### src/rtl/useq_pkg.sv
package useq_pkg;

    parameter int UPC_W  = 9;
    parameter int CTRL_W = 8;
    parameter int OPC_W  = 2;

    localparam int STORE_DEPTH = 1 << UPC_W;
    localparam int WORD_W      = CTRL_W + UPC_W + 5;

    // next-address source, encoded in the word
    typedef enum logic [1:0] {
        NX_INC = 2'b00,
        NX_MAP = 2'b01,
        NX_EXT = 2'b10,
        NX_BR  = 2'b11
    } nx_src_e;

    typedef struct packed {
        logic [CTRL_W-1:0] ctrl;
        logic [UPC_W-1:0]  target;
        nx_src_e           src;
        logic              always_go;
        logic              test_z;
        logic              test_n;
    } cword_t;

endpackage

### src/rtl/useq_store.sv
module useq_store
    import useq_pkg::*;
(
    input  logic [UPC_W-1:0] addr,
    output cword_t           word
);

    function automatic cword_t mk(input int c, input nx_src_e s, input logic g,
                                  input logic tz, input logic tn, input int t);
        cword_t w;
        w.ctrl      = CTRL_W'(c);
        w.target    = UPC_W'(t);
        w.src       = s;
        w.always_go = g;
        w.test_z    = tz;
        w.test_n    = tn;
        return w;
    endfunction

    // resident microprogram; unlisted addresses hold a zero word (increment)
    function automatic cword_t program_word(input logic [UPC_W-1:0] a);
        cword_t w;
        case (int'(a))
            0:   w = mk('h01, NX_INC, 1'b0, 1'b0, 1'b0, 0);
            1:   w = mk('h02, NX_MAP, 1'b1, 1'b0, 1'b0, 0);
            16:  w = mk('h10, NX_INC, 1'b0, 1'b0, 1'b0, 0);
            17:  w = mk('h11, NX_BR,  1'b1, 1'b0, 1'b0, 0);
            32:  w = mk('h20, NX_BR,  1'b0, 1'b1, 1'b0, 40);
            33:  w = mk('h21, NX_BR,  1'b1, 1'b0, 1'b0, 32);
            40:  w = mk('h28, NX_BR,  1'b1, 1'b0, 1'b0, 0);
            60:  w = mk('h50, NX_BR,  1'b0, 1'b0, 1'b0, 0);
            61:  w = mk('h51, NX_BR,  1'b0, 1'b1, 1'b1, 0);
            62:  w = mk('h52, NX_BR,  1'b1, 1'b0, 1'b0, 0);
            100: w = mk('h60, NX_BR,  1'b1, 1'b0, 1'b0, 0);
            202: w = mk('h32, NX_EXT, 1'b0, 1'b1, 1'b0, 0);
            203: w = mk('h33, NX_BR,  1'b0, 1'b0, 1'b1, 300);
            204: w = mk('h34, NX_BR,  1'b1, 1'b0, 1'b0, 0);
            300: w = mk('h40, NX_BR,  1'b1, 1'b0, 1'b0, 0);
            default: w = '0;
        endcase
        return w;
    endfunction

    always_comb begin
        word = program_word(addr);
    end

endmodule

### src/rtl/useq_map.sv
module useq_map
    import useq_pkg::*;
(
    input  logic [OPC_W-1:0] opcode,
    output logic [UPC_W-1:0] start
);

    always_comb begin
        case (int'(opcode))
            0:       start = UPC_W'(16);
            1:       start = UPC_W'(32);
            2:       start = UPC_W'(202);
            3:       start = UPC_W'(60);
            default: start = '0;
        endcase
    end

endmodule

### src/rtl/useq_nextsel.sv
module useq_nextsel
    import useq_pkg::*;
(
    input  cword_t           word,
    input  logic [UPC_W-1:0] upc,
    input  logic [UPC_W-1:0] map_addr,
    input  logic [UPC_W-1:0] ext_addr,
    input  logic             flag_z,
    input  logic             flag_n,
    output logic [UPC_W-1:0] next_upc
);

    logic    cond_ok;
    nx_src_e route;

    always_comb begin
        cond_ok = word.always_go | (word.test_z & flag_z) | (word.test_n & flag_n);
        route   = (cond_ok) ? word.src : NX_INC;
    end

    always_comb begin
        unique case (route)
            NX_INC: next_upc = upc + UPC_W'(1);
            NX_MAP: next_upc = map_addr;
            NX_EXT: next_upc = ext_addr;
            NX_BR:  next_upc = word.target;
            default: next_upc = upc + UPC_W'(1);
        endcase
    end

endmodule

### src/rtl/useq_top.sv
module useq_top
    import useq_pkg::*;
(
    input  logic              clk,
    input  logic              rst_n,
    input  logic [OPC_W-1:0]  opcode,
    input  logic              flag_z,
    input  logic              flag_n,
    input  logic [UPC_W-1:0]  ext_addr,
    output logic [CTRL_W-1:0] ctrl_out,
    output logic [UPC_W-1:0]  upc_out
);

    logic [UPC_W-1:0]  upc_q;
    logic [CTRL_W-1:0] uir_ctrl_q;
    cword_t            fetch_w;
    logic [UPC_W-1:0]  map_addr;
    logic [UPC_W-1:0]  next_upc;

    useq_store u_store (
        .addr (upc_q),
        .word (fetch_w)
    );

    useq_map u_map (
        .opcode (opcode),
        .start  (map_addr)
    );

    useq_nextsel u_next (
        .word     (fetch_w),
        .upc      (upc_q),
        .map_addr (map_addr),
        .ext_addr (ext_addr),
        .flag_z   (flag_z),
        .flag_n   (flag_n),
        .next_upc (next_upc)
    );

    // sequencing register
    always_ff @(posedge clk or negedge rst_n) begin
        if (!rst_n) begin
            upc_q      <= '0;
            uir_ctrl_q <= '0;
        end else begin
            upc_q      <= next_upc;
            uir_ctrl_q <= fetch_w.ctrl;
        end
    end

    // outputs
    always_comb begin
        ctrl_out = uir_ctrl_q;
        upc_out  = upc_q;
    end

endmodule

### config.mk
export PLATFORM = sky130hd
export DESIGN_NAME = useq_top
export DESIGN_NICKNAME = d
export VERILOG_FILES = /design/src/rtl/useq_pkg.sv /design/src/rtl/useq_store.sv /design/src/rtl/useq_map.sv /design/src/rtl/useq_nextsel.sv /design/src/rtl/useq_top.sv
export SDC_FILE = /design/constraint.sdc
export NUM_CORES = 1
export LEC_CHECK = 0
export BUFFER_PORTS_ARGS = -buffer_cell sky130_fd_sc_hd__buf_2
export CAP_MARGIN = 10
export CORE_AREA = 2 2 57 86
export DETAILED_ROUTE_END_ITERATION = 10
export DIE_AREA = 0 0 59 88
export PLACE_DENSITY_LB_ADDON = 0.15
export REMOVE_ABC_BUFFERS = 1
export SYNTH_ARGS = -nofsm -noshare
export SYNTH_HDL_FRONTEND = slang
export SYNTH_HIERARCHICAL = 1
export SYNTH_SLANG_ARGS = --single-unit
export TNS_END_PERCENT = 30
### constraint.sdc
create_clock -name clk -period 2.8 [get_ports clk]
set_input_delay 0.28 -clock clk [delete_from_list [all_inputs] [get_ports clk]]
set_output_delay 0.28 -clock clk [all_outputs]
set_load 0.01 [all_outputs]
== Word level (Yosys, flattened, before mapping) ==
Index checks and enable logic that the tools add are counted.

* Flip-flop bits (word level): 17
* Input port bits: 15
* Output and inout bits: 17
* Logic and storage cells: 34

* Add/sub/neg operators: 1
* Equality and inequality tests: 20
* Mux-type cells: 4
* Bitwise logic cells: 4
* Reductions and logical operators: 3

{| class="wikitable"
|+ Operators by type and width
! operator !! count
|-
| $pmux W21 S15 || 1
|-
| $pmux W9 S4 || 2
|-
| $eq A9 B6 Y1 const B || 6
|-
| $eq A9 B8 Y1 const B || 3
|-
| $eq A9 B5 Y1 const B || 2
|-
| $add A9 B1 Y9 const B || 1
|-
| $eq A9 B1 Y1 const B || 1
|-
| $eq A9 B7 Y1 const B || 1
|-
| $eq A9 B9 Y1 const B || 1
|-
| $logic_not A9 Y1 || 1
|-
| $eq A2 B2 Y1 const B || 4
|-
| $eq A2 B1 Y1 const B || 2
|-
| $logic_not A2 Y1 || 2
|-
| $and A1 B1 Y1 || 2
|-
| $mux W2 || 1
|-
| $or A1 B1 Y1 || 2
|}

== Longest topological paths before layout ==
* Word-level depth: 8
* Depth in mapped cells: 12

== Cells and area by module ==
Netlist, hierarchy kept.

{| class="wikitable"
|+ By module, submodules not included
! module !! times used !! cells each !! area each (um^2)
|-
| useq_store || 1 || 82 || 539.3
|-
| useq_nextsel || 1 || 68 || 445.4
|-
| useq_top || 1 || 17 || 425.4
|-
| useq_map || 1 || 14 || 111.4
|}

== Worst setup path before layout ==
OpenSTA, ideal clock, no wires.

* Path kind: reg2reg
* Start point: register upc_q[0] (netlist: upc_out[0])
* End point: register upc_q[6] (netlist: upc_out[6])
* Setup time: 0.150 ns
* Arrival: 2.413 ns
* Required time: 2.650 ns
* Slack: 0.237 ns
* Cell stages (with the launch flop): 12
* Path buffers: 3
* Period minus slack after synthesis: 2.563 ns
* Cell sequence: dfrtp_1 > clkbuf_1 > or4bb_1 > a211oi_1 > a211oi_1 > o211ai_1 > buf_4 > buf_2 > mux2i_1 > nand2_1 > o21ai_0 > a22oi_1

{| class="wikitable"
|+ RTL lines
! item !! RTL line !! source
|-
| start, declared || useq_top.sv:14 || <nowiki>logic [UPC_W-1:0] upc_q;</nowiki>
|-
| start signal, assigned || useq_top.sv:46 || <nowiki>upc_q <= next_upc;</nowiki>
|}

==> run summary <==
status - finished, final reports clean
Synth area leader - dfrtp_1
global-route wire length before repair - 6.63 mm
RSZ-0062 raised after global routing - false
Worst EP arrival - 2810 ps
Clock Latency Late Sink - 260 ps
Num CTS Buffers - 3
Critical Path Source Type - flop
fraction of layout cells with a size suffix above 1 - 28.8%
sequential-to-total area share from yosys stat - 28.0%
Final Wtd Congestion - 0.903
Max Freq - 0.375 GHz
Root Driver - clkbuf_8
area of the mapped netlist - 1520 um2
max-slew violation count - 0
Die Span X - 59 um
Top FF cell, synth - dfrtp_1
fill cell count - 478
top-area cell type share of the netlist area - 28.0%
Remaining Overflow, GRT - 0
Distinct cells, synth - 54
critical path required time - 2950 ps
Initial Util - 34.4%
chip height - 88 um
Boundary Pins - 32
post-route cell area - 1810 um2
die area - 5190 um2
initial antenna violation count - 0
GRT busiest layer - met2
DRC - 0
setup TNS - 0 ps
htree depth - 1
worst hold path class - input pin to flop
Final Setup Violations - 0
CP endpoint kind - flop
synthesized flop and latch total - 17
Clock Path Buffers - 2
# clock sinks - 17
1st-iter DRT viols - 66
Post-DP Area - 1740 um2
most common cell after layout, fill and taps aside - buf_2
Via density - 5.52
async set-or-reset flop fraction in the synthesized netlist - 100%
Peak VDD IR - 0.000268 V
WL final - 4.14 mm
Max Cap Viol - 0
largest net degree at the start of global routing - 19
CTS tree - done
vias post-DR - 1452
minimum clock period - 2670 ps
clk slew on worst S/H paths - 70 ps
wire per inst - 15.7 um
CP max FO - 18
DPL Wire Length - 3.20 mm
antenna cells - 0
area grow syn2layout - 18.9%
M2 GR Usage - 30.2%
vias in the first global route - 1395
global routing usage on met3 - 1.62%
most frequent cells in the layout - buf_2, dfrtp_1, buf_4
FP Rows - 30
Setup WS post-layout - 133 ps
top post-synthesis cells by area - dfrtp_1, buf_4, mux2i_1, ha_1, nor3_1
post-route clock period utilization - 95.3%
Core Box Area - 4430 um2
Worst Setup Path Type - flop to flop
Yosys warnings - 6
Syn Inst Count - 181
clk_skew - 3.28 ps
Avg Cell Area, Syn - 8.41 um2
Post-synth EDFFs - 0
Antenna Violating Nets Remaining - 0
Place WS - 140 ps
final count of hold timing violations - 0
first drt pass iteration count - 6
LEAKAGE - 0.000786 uW
Final Net Count - 236
PortBufs - 31
total track usage - 16.7%
met1 Use GR - 18.5%
power per cell area - 823 nW/um2
==> report_power, final <==
group	internal (uW)	total, uW	switching (uW)	leakage [uW]
sequential	307	384	77.0	0.000213
combinational	390	912	522	0.000548
clock	99.1	193	93.8	0.0000255
total	796	1490	693	0.000786
==> sequential cells by signal (all words and copies together), names as in the netlist <==
name / flops
ctrl_out: 8
upc_out: 9
==> layout make-up <==
class                           instances  area, um2  share of cell area [%]
Tap cell                               48       60.1                    3.32
Inverter                                6       22.5                    1.24
Multi-Input combinational cell        141        965                    53.3
Sequential cell                        17        425                    23.5
Timing Repair Buffer                   47        290                    16.0
Clock inverter                          1       5.00                   0.277
Clock buffer                            3       41.3                    2.28
==> final timing paths <==
| check | from | to | depth (start not counted) | slack [ps] |
|---|---|---|---|---|
| max | upc_out[7] | upc_out[4] | 8 | 130 |
| min | ext_addr[4] | upc_out[4] | 2 | 270 |
| max reg2reg | upc_out[7] | upc_out[4] | 8 | 130 |
| min reg2reg | upc_out[3] | ctrl_out[3] | 1 | 620 |
| max in group asynchronous | rst_n | upc_out[2] | 2 | 2050 |
| min in group asynchronous | rst_n | ctrl_out[4] | 2 | 470 |
==> synthesized netlist by cell type, types with 5 or more instances <==
cell type	n
dfrtp_1	17
buf_4	12
nand2_1	12
nor2_1	12
nor3_1	9
o21ai_0	9
mux2i_1	8
clkbuf_1	6
inv_1	6
nand3_1	6
a22oi_1	5
ha_1	5
nand2b_1	5
o22ai_1	5
==> repair_timing <==
item / in CTS / in global routing
hold endpoints to repair: 17 / 0
endpoints found under the setup margin: 0 / 7
gates resized for setup: 0 / 4
hold buffers: 1 / 0
buffers inserted: 0 / 0
==> cell families after synthesis <==
logic type / Yosys count / synth area share [%]
and+or+nand+nor: 69 / 27.0
AOI/OAI and AO/OA: 42 / 18.9
buffers and inverters: 29 / 10.9
DFF: 17 / 28.0
muxes: 9 / 6.00
xor gates and xnor gates: 8 / 4.60
adders and majority gates: 5 / 4.11
other: 2 / 0.494
==> worst max-delay path, cell delays in order (launching register included) <==
cell and delay [ps]:
dfrtp_1 480, or4b_4 550, nor4b_1 380, a211oi_1 140
o211ai_1 180, buf_12 200, mux2i_1 200, o22ai_1 100
a311o_1 320
==> per-layer routing <==
layer	part of all wire (%)	routed length (um)
met3	4.7	194
met1	38	1570
met5	0	0
met4	2.8	115
met2	55	2260
==> through the flow <==
stage          hold WS, ps  total power [uW]  cells  util, %
6_report               273              1490    263     40.8
5_1_grt                271              1590    263     40.8
4_1_cts                266              1480    263     40.6
3_5_place_dp           228              1280    258     39.3
3_3_place_gp           225              1270    258     39.3
2_1_floorplan        -15.6               925    164        -
(Power assumes the default switching activity.)
